$ cat src/rtl/regfile_cg_pkg.sv
package regfile_cg_pkg;
  localparam int PC_IDX = 0;
  localparam int SP_IDX = 1;
  localparam int SR_IDX = 2;
  localparam int CG_IDX = 3;

  typedef enum logic [1:0] {
    MODE_REG = 2'b00,
    MODE_OFS = 2'b01,
    MODE_IND = 2'b10,
    MODE_INC = 2'b11
  } src_mode_e;
endpackage

$ cat src/rtl/rf_wr_fmt.sv
module rf_wr_fmt
  import regfile_cg_pkg::*;
#(
  parameter int DATA_W = 16,
  parameter int IDX_W  = 4
) (
  input  logic              en_i,
  input  logic              keep_i,
  input  logic              byte_i,
  input  logic [IDX_W-1:0]  idx_i,
  input  logic [DATA_W-1:0] data_i,
  output logic              we_o,
  output logic [IDX_W-1:0]  widx_o,
  output logic [DATA_W-1:0] wdata_o
);
  localparam int HI_W = DATA_W - 8;

  logic             force_even;
  logic [DATA_W-1:0] sized;

  assign we_o   = en_i & ~keep_i;
  assign widx_o = idx_i;

  // byte writes clear the upper part of the destination
  assign sized = byte_i ? {{HI_W{1'b0}}, data_i[7:0]} : data_i;

  assign force_even = (idx_i == PC_IDX[IDX_W-1:0]) || (idx_i == SP_IDX[IDX_W-1:0]);

  always_comb begin
    wdata_o = sized;
    if (force_even) wdata_o[0] = 1'b0;
  end
endmodule

$ cat src/rtl/rf_storage.sv
module rf_storage
  import regfile_cg_pkg::*;
#(
  parameter int NUM_REGS = 16,
  parameter int DATA_W   = 16,
  parameter int IDX_W    = 4
) (
  input  logic                               clk_i,
  input  logic                               rst_ni,
  input  logic                               we_i,
  input  logic [IDX_W-1:0]                   widx_i,
  input  logic [DATA_W-1:0]                  wdata_i,
  output logic [NUM_REGS-1:0][DATA_W-1:0]    regs_o
);
  for (genvar g = 0; g < NUM_REGS; g++) begin : g_reg
    logic [DATA_W-1:0] q;
    always_ff @(posedge clk_i or negedge rst_ni) begin
      if (!rst_ni)                                 q <= '0;
      else if (we_i && widx_i == IDX_W'(g))        q <= wdata_i;
    end
    assign regs_o[g] = q;
  end


  pc_even_chk: assert property (@(posedge clk_i) disable iff (!rst_ni)
    regs_o[PC_IDX][0] == 1'b0);

  sp_even_chk: assert property (@(posedge clk_i) disable iff (!rst_ni)
    regs_o[SP_IDX][0] == 1'b0);
endmodule

$ cat src/rtl/rf_rd_port.sv
module rf_rd_port
  import regfile_cg_pkg::*;
#(
  parameter int NUM_REGS = 16,
  parameter int DATA_W   = 16,
  parameter int IDX_W    = 4
) (
  input  logic                            clk_i,
  input  logic                            rst_ni,
  input  logic [NUM_REGS-1:0][DATA_W-1:0] regs_i,
  input  logic [IDX_W-1:0]                idx_i,
  input  logic [1:0]                      mode_i,
  output logic [DATA_W-1:0]               data_o
);
  logic is_sr, is_cg;
  src_mode_e mode;

  assign mode  = src_mode_e'(mode_i);
  assign is_sr = (idx_i == SR_IDX[IDX_W-1:0]);
  assign is_cg = (idx_i == CG_IDX[IDX_W-1:0]);

  // constants are muxed in place of the stored word: same path depth
  always_comb begin
    data_o = regs_i[idx_i];
    if (is_cg) begin
      unique case (mode)
        MODE_REG: data_o = '0;
        MODE_OFS: data_o = DATA_W'(1);
        MODE_IND: data_o = DATA_W'(2);
        MODE_INC: data_o = '1;
      endcase
    end else if (is_sr) begin
      unique case (mode)
        MODE_REG: data_o = regs_i[idx_i];
        MODE_OFS: data_o = '0;
        MODE_IND: data_o = DATA_W'(4);
        MODE_INC: data_o = DATA_W'(8);
      endcase
    end
  end


  cg_ones_chk: assert property (@(posedge clk_i) disable iff (!rst_ni)
    (is_cg && mode_i == 2'b11) |-> data_o == {DATA_W{1'b1}});

  sr_four_chk: assert property (@(posedge clk_i) disable iff (!rst_ni)
    (is_sr && mode_i == 2'b10) |-> data_o == DATA_W'(4));

  plain_rd_chk: assert property (@(posedge clk_i) disable iff (!rst_ni)
    (!is_sr && !is_cg) |-> data_o == regs_i[idx_i]);
endmodule

$ cat src/rtl/regfile_cg.sv
module regfile_cg
  import regfile_cg_pkg::*;
#(
  parameter int NUM_REGS = 16,
  parameter int DATA_W   = 16
) (
  input  logic                        clk_i,
  input  logic                        rst_ni,
  input  logic [$clog2(NUM_REGS)-1:0] rd_a_idx_i,
  input  logic [1:0]                  rd_a_mode_i,
  output logic [DATA_W-1:0]           rd_a_data_o,
  input  logic [$clog2(NUM_REGS)-1:0] rd_b_idx_i,
  input  logic [1:0]                  rd_b_mode_i,
  output logic [DATA_W-1:0]           rd_b_data_o,
  input  logic                        wr_en_i,
  input  logic                        wr_keep_i,
  input  logic                        wr_byte_i,
  input  logic [$clog2(NUM_REGS)-1:0] wr_idx_i,
  input  logic [DATA_W-1:0]           wr_data_i
);
  localparam int IDX_W  = $clog2(NUM_REGS);
  localparam int NUM_RD = 2;

  logic                            we;
  logic [IDX_W-1:0]                widx;
  logic [DATA_W-1:0]               wdata;
  logic [NUM_REGS-1:0][DATA_W-1:0] regs;
  logic [NUM_RD-1:0][IDX_W-1:0]    rd_idx;
  logic [NUM_RD-1:0][1:0]          rd_mode;
  logic [NUM_RD-1:0][DATA_W-1:0]   rd_data;

  rf_wr_fmt #(.DATA_W(DATA_W), .IDX_W(IDX_W)) u_wr_fmt (
    .en_i   (wr_en_i),
    .keep_i (wr_keep_i),
    .byte_i (wr_byte_i),
    .idx_i  (wr_idx_i),
    .data_i (wr_data_i),
    .we_o   (we),
    .widx_o (widx),
    .wdata_o(wdata)
  );

  rf_storage #(.NUM_REGS(NUM_REGS), .DATA_W(DATA_W), .IDX_W(IDX_W)) u_storage (
    .clk_i  (clk_i),
    .rst_ni (rst_ni),
    .we_i   (we),
    .widx_i (widx),
    .wdata_i(wdata),
    .regs_o (regs)
  );

  assign rd_idx  = {rd_b_idx_i, rd_a_idx_i};
  assign rd_mode = {rd_b_mode_i, rd_a_mode_i};

  for (genvar p = 0; p < NUM_RD; p++) begin : g_rd
    rf_rd_port #(.NUM_REGS(NUM_REGS), .DATA_W(DATA_W), .IDX_W(IDX_W)) u_rd (
      .clk_i (clk_i),
      .rst_ni(rst_ni),
      .regs_i(regs),
      .idx_i (rd_idx[p]),
      .mode_i(rd_mode[p]),
      .data_o(rd_data[p])
    );
  end

  assign rd_a_data_o = rd_data[0];
  assign rd_b_data_o = rd_data[1];


  hold_chk: assert property (@(posedge clk_i) disable iff (!rst_ni)
    (!wr_en_i || wr_keep_i) |=> $stable(regs));

  byte_hi_chk: assert property (@(posedge clk_i) disable iff (!rst_ni)
    (wr_en_i && !wr_keep_i && wr_byte_i) |=> regs[$past(wr_idx_i)][DATA_W-1:8] == '0);

  word_wr_chk: assert property (@(posedge clk_i) disable iff (!rst_ni)
    (wr_en_i && !wr_keep_i && !wr_byte_i && wr_idx_i > IDX_W'(SP_IDX))
    |=> regs[$past(wr_idx_i)] == $past(wr_data_i));
endmodule

$ cat config.mk
export PLATFORM = sky130hd
export DESIGN_NAME = regfile_cg
export DESIGN_NICKNAME = d
export VERILOG_FILES = /design/src/rtl/regfile_cg_pkg.sv /design/src/rtl/rf_wr_fmt.sv /design/src/rtl/rf_storage.sv /design/src/rtl/rf_rd_port.sv /design/src/rtl/regfile_cg.sv
export SDC_FILE = /design/constraint.sdc
export NUM_CORES = 1
export LEC_CHECK = 0
export ABC_AREA = 1
export BUFFER_PORTS_ARGS = -buffer_cell sky130_fd_sc_hd__buf_4
export CORE_UTILIZATION = 45
export CTS_CLUSTER_SIZE = 25
export DETAILED_ROUTE_END_ITERATION = 7
export PLACE_DENSITY = 0.71
export SYNTH_ARGS = -nofsm -noshare
export SYNTH_HDL_FRONTEND = slang
export SYNTH_SLANG_ARGS = --single-unit
$ cat constraint.sdc
create_clock -name clk_i -period 1.53 [get_ports clk_i]
set_input_delay 0.153 -clock clk_i [delete_from_list [all_inputs] [get_ports clk_i]]
set_output_delay 0.153 -clock clk_i [all_outputs]
set_load 0.02 [all_outputs]
======== Word-level counts from Yosys, hierarchy flattened ========
Cells that the tools add are included.
storage, ports and cells
  register bits after elaboration ......... 256
  input bits .............................. 37
  output and inout bits ................... 32
  word-level logic and storage cells ...... 79
cells by class
  $lt $le $gt $ge ......................... 2
  equal/unequal tests ..................... 25
  multiplexer cells ....................... 14
  bitwise logic cells ..................... 2
  reduce and logical (&&, ||, !) cells .... 20
operators with widths
  operator            number
  $pmux 16 s4         4
  $bmux 16 s4         2
  $mux 16             7
  $eq 4x4->1 const B  8
  $eq 4x2->1 const B  6
  $eq 4x3->1 const B  4
  $logic_and 1x1->1   16
  $lt 4x5->1 const B  2
  $eq 2x2->1 const B  4
  $eq 2x1->1 const B  2
  $eq 4x1->1 const B  1
  $logic_not 2->1     2
  $logic_not 4->1     1
  $and 1x1->1         1
  $logic_or 1x1->1    1
  $mux 1              1
  $not 1->1           1

======== Depth between registers and ports, before layout ========
  word-level depth ........................ 5
  depth in mapped cells ................... 15
  mapped depth without buffers ............ 13

======== Hierarchy ========
A second synthesis with hierarchy kept.
second synthesis, totals
  cell total of the unflattened synthesis .. 2343
  area, all modules ....................... 15974.1 um^2
by module, submodules not included
  module      times used  cells an instance  area an instance (um^2)  seq. area each (um^2)
  rf_storage  1           1231               10766.6                  6406.1
  rf_rd_port  2           539                2514.9                   0.0
  rf_wr_fmt   1           34                 177.7                    0.0

======== Worst setup path before layout ========
Ideal clock, no wire load.
  kind .................................... input to output
  start point ............................. in rd_b_idx_i[0]
  end point ............................... out rd_b_data_o[7]
  arrival time ............................ 1.365 ns
  data required time ...................... 1.377 ns
  slack ................................... 0.012 ns
  stages .................................. 10
  path buffers ............................ 3
  path through ............................ buf_2 > inv_2 > nand2_2 > inv_2 > buf_4 > buf_2 > nand2_1 > nand4_1 > a21oi_1 > o21ai_1
between the ends
  word-level cells in the longest chain between the ends .. 5
  elaborated cells between the ends (all ways) .. 7
  classes of those cells .................. eq/ne: 2; mux: 5
RTL lines
  element                        RTL line                            text
  start: declaration             regfile_cg.sv:12                    input logic [$clog2(NUM_REGS)-1:0] rd_b_idx_i,
  $bmux 16 s4                    rf_rd_port.sv:24, rf_rd_port.sv:34
  $mux 16 (not written as such)  rf_rd_port.sv:24, rf_rd_port.sv:34
  $pmux 16 s4                    rf_rd_port.sv:33                    unique case (mode)
  $mux 16                        rf_rd_port.sv:32                    end else if (is_sr) begin
  $mux 16 (*)                    rf_rd_port.sv:25                    if (is_cg) begin
  end: declaration               regfile_cg.sv:14                    output logic [DATA_W-1:0] rd_b_data_o,
Mark *: on every way between the ends. The rest lies on a longest branch, timed or not. The select of a mux whose other input is x is not followed.

======== Worst setup path after layout ========
  start point ............................. reg u_storage.g_reg[9].q[11]
  end point ............................... out rd_b_data_o[11]
between the ends
  word-level cells in the longest chain between the ends .. 5
RTL lines
  element                            RTL line                            text
  start: declaration                 rf_storage.sv:16                    logic [DATA_W-1:0] q;
  start signal: assignment           rf_storage.sv:19                    else if (we_i && widx_i == IDX_W'(g)) q <= wdata_i;
  $bmux 16 s4 (*)                    rf_rd_port.sv:24, rf_rd_port.sv:34
  $mux 16 (not written as such) (*)  rf_rd_port.sv:24, rf_rd_port.sv:34
  $pmux 16 s4                        rf_rd_port.sv:33
  $mux 16 (*)                        rf_rd_port.sv:32
  $mux 16 (*)                        rf_rd_port.sv:25
Marked as above.

==> impl_results.md <==
* Static leakage at ~8.4 nW
* Transition time at the pin with the least slew margin at 0.717 ns
* Share of synthesized registers carrying an async set or reset at 100%
* Initial Utilization at between 40 and 50%
* Final period utilization at 131%
* Fin cells at 2504
* Total Die Area at between 0.03 and 0.04 sq mm
* Crit path capture type: primary output
* Worst-case clock skew at 0 ns
* Count of port buffers added during placement at 68
* Aggregate routed wire length at 52300 um
* Slowest Stage Delay on Critical Path at approximately 0.4 ns
* Number of buffer and inverter stages on the critical path at 2
* First-pass GRT wire length at around 80000 um
* Routability congestion estimate from global placement at 0.954
* Global-route congestion overflow total at 0
* Fraction of the yosys area taken by sequential cells at between 40% and 50%
* Cell variety after synth at 26
* Slowest CP cell: sky130_fd_sc_hd__dfrtp_1
* Worst vdd ir at between 0.9 and 1 mV
* GR Layer Usage met3 at between 6 and 7%
* Failing checks: negative setup slack
* Clock Sink Count at 256
* Flip-flop and latch count after synthesis at roughly 260
* Top register by number of flip-flops: u_storage.g.q
* Pin count of the biggest net entering global routing at 77
* First DRT Iteration DRCs at a little under 2000
* Maximum fanout count along the critical path at 2
* Clock insertion delay at the later pin of the skew report at roughly 0.57 ns
* Total I/O pin count at 69
* Via count of the first global-routing pass at about 14000
* Synth-to-Final Area Change at 26.6%
* Crit path kind: register to primary output
* Power density over the cells at 1130 mW/mm^2
* Final Max Slew Viols at 0
* Cells traversed along the worst timing path: inv_2 > nand2_1 > o211ai_1 > nand4_1 > nand3_2 > nand3_4 > nand2_2 > nand2_2 > buf_6
* Maximum clock path buffer count at 3
* Pre-Repair DR Iteration Count at 8
* Post-synthesis cell count at roughly 2000
* Via Count at roughly 15000
* Cell area after synthesis at 0.0141 sq mm
* Worst R2R Setup Slack at ~0.63 ns
* Critical path's most frequent cell: sky130_fd_sc_hd__nand2_2
* Dominant cell type by area after synthesis: sky130_fd_sc_hd__dfrtp_1
* Number of placed instances, taps included at around 2400
* Synthesized Nets at roughly 2000
* Number of maximum-capacitance constraint violations at 0
* Status: finished with violations
* Average wire per standard cell at between 20 and 25 um
* Total of warnings raised by yosys at 0
* Aggregate global-route resource usage at about a third
* Final worst setup slack at -0.473 ns
* Setup repair after global routing missed its margin: yes
* Post-synth top area share at 45.5%
* CTS root buf: sky130_fd_sc_hd__clkbuf_16
* Met1 track demand over resource at between 40 and 50%
* Num CTS Buffers at 29
* Hpwl dp at 33700 um
* Normalized max-slew margin at between 50% and 60%
* Minimum clock period after layout at roughly 2 ns
* Leading post-synthesis cells by instance count: sky130_fd_sc_hd__nand2_1, sky130_fd_sc_hd__o21ai_0, sky130_fd_sc_hd__dfrtp_1
* Per-cell via count in the routed design at between 5 and 6
* CTS tree: built
* Layer carrying the most global-route usage: met2
* Setup Viol. Count Final at 32
* Die Y at between 150 and 200 um
* Count of flip-flops with a built-in enable after synthesis at 0
* Most common flop cell mapped by yosys: sky130_fd_sc_hd__dfrtp_1
* Crit-path leading delay family: simple AND/OR/NAND/NOR gates
* Endpoint arrival time on the critical path at ~1.9 ns
* Max Fclk at between 400 and 500 MHz
* Sum of negative setup slack at -12.27 ns
* Top-count cell post-synth: sky130_fd_sc_hd__nand2_1
* Leading registers by flop count: u_storage.g.q x256
* Post-detailed-route count of antenna-violating nets at 0
* H-tree levels at 1
* Number of flip-flops under the largest register name at roughly 260
* Number of hold-slack violations in the final timing report at 0
* Worst hold path class: input pin to asynchronous set/reset pin
* Critical Path RT at between 1 and 1.5 ns
* Dominant cells by area after synthesis: sky130_fd_sc_hd__dfrtp_1, sky130_fd_sc_hd__nand2_1, sky130_fd_sc_hd__o21ai_0
* Global-route met2 utilization at 50.7%
* Die X-Extent at 179 um
* Count of standard-cell rows at 64
* Syn_area_per_cell at ~7.2 sq um
* Antenna violations before repair at 1
* Post-layout nets at between 2000 and 2500
* Remaining design rule violation count at 0
* Share of layout cells above drive strength 1 at between 20% and 30%
* Core Footprint at 0.0307 sq mm
* Clock-pin slew on the worst setup and hold paths at about 0.070 ns
* Type of element launching the critical path: register
==> through the flow <==
step / hold slack, ns / total power, mW / setup slack [ns] / cell area [sq um] / utilization, %
2_1_floorplan: -0.143 / 10.9 / 0.0123 / 14100 / -
3_3_place_gp: 0.0505 / 12.4 / -0.187 / 16000 / 52.3
3_5_place_dp: 0.0488 / 12.5 / -0.211 / 16000 / 52.3
4_1_cts: 0.0437 / 19.9 / -0.462 / 17500 / 57.0
5_1_grt: 0.0759 / 21.1 / -0.579 / 17800 / 58.0
6_report: 0.0372 / 20.2 / -0.473 / 17800 / 58.1
==> where the power goes <==
group	leakage (nW)	switching [mW]	internal [mW]
registers	3.35	0.785	7.83
clock network	0.473	2.95	4.20
logic	4.61	2.61	1.78
total	8.44	6.34	13.8
==> layout by cell type (no fill, tap or decap), types with 33 or more instances in the layout <==
cell type / instances
sky130_fd_sc_hd__nand2_1: 694
sky130_fd_sc_hd__o211ai_1: 53
sky130_fd_sc_hd__buf_4: 173
sky130_fd_sc_hd__o21ai_0: 252
sky130_fd_sc_hd__nand4_1: 73
sky130_fd_sc_hd__nand3_2: 37
sky130_fd_sc_hd__buf_12: 38
sky130_fd_sc_hd__dfrtp_1: 256
sky130_fd_sc_hd__nand2_2: 35
sky130_fd_sc_hd__nand3_1: 68
sky130_fd_sc_hd__a21oi_1: 33
sky130_fd_sc_hd__inv_1: 90
sky130_fd_sc_hd__o21ai_1: 67
sky130_fd_sc_hd__inv_2: 52
==> worst reg2reg max path, cell delays in order, from the launching register on <==
cell	delay (ns)
sky130_fd_sc_hd__dfrtp_1	0.39
sky130_fd_sc_hd__buf_4	0.13
sky130_fd_sc_hd__buf_4	0.12
sky130_fd_sc_hd__nand2_1	0.05
sky130_fd_sc_hd__o21ai_0	0.07
==> final cells by class <==
cell class              instances  area, sq um
clock inverters                 7          103
diodes                          1         2.50
flip-flops and latches        256         6410
clock buffers                  44          862
fillers                      2799        12900
repair buffers                251         2500
well taps                     396          495
multi-input cells            1407         6900
inverters                     142          533
==> layer usage <==
metal,routed length (um),vias up,share of wire [%]
li1,-,6724,-
met1,21400,6922,41
met2,22600,934,43
met3,5750,196,11
met4,2630,0,5.0
met5,0,-,0
==> kinds of logic after synthesis <==
logic type,Yosys count,share of synthesized area [%]
buffers and inverters,289,8.47
and+or+nand+nor,949,27.9
DFF,256,45.5
AOI/OAI and AO/OA,458,18.0
==> worst paths after layout <==
| kind | depth (start not counted) | start | to |
|---|---|---|---|
| max | 9 | u_storage.g_reg[9].q[11] | rd_b_data_o[11] |
| min | 2 | rst_ni | u_storage.g_reg[1].q[11] |
| max reg2reg | 4 | u_storage.g_reg[9].q[8] | u_storage.g_reg[9].q[8] |
| min reg2reg | 2 | u_storage.g_reg[1].q[15] | u_storage.g_reg[1].q[15] |
| max in group asynchronous | 3 | rst_ni | u_storage.g_reg[3].q[12] |
| min in group clk_i | 4 | wr_data_i[0] | u_storage.g_reg[6].q[0] |
==> what timing repair did <==
| action | 4_1_cts | 5_1_grt |
|---|---|---|
| buffers inserted | 6 | 18 |
| endpoints found under the setup margin | 32 | 32 |
| endpoints found under the hold margin | 272 | 0 |
| gates resized for setup | 117 | 70 |
| pin swaps | 83 | 84 |
| hold buffers | 8 | 0 |
(Power assumes the default switching activity.)
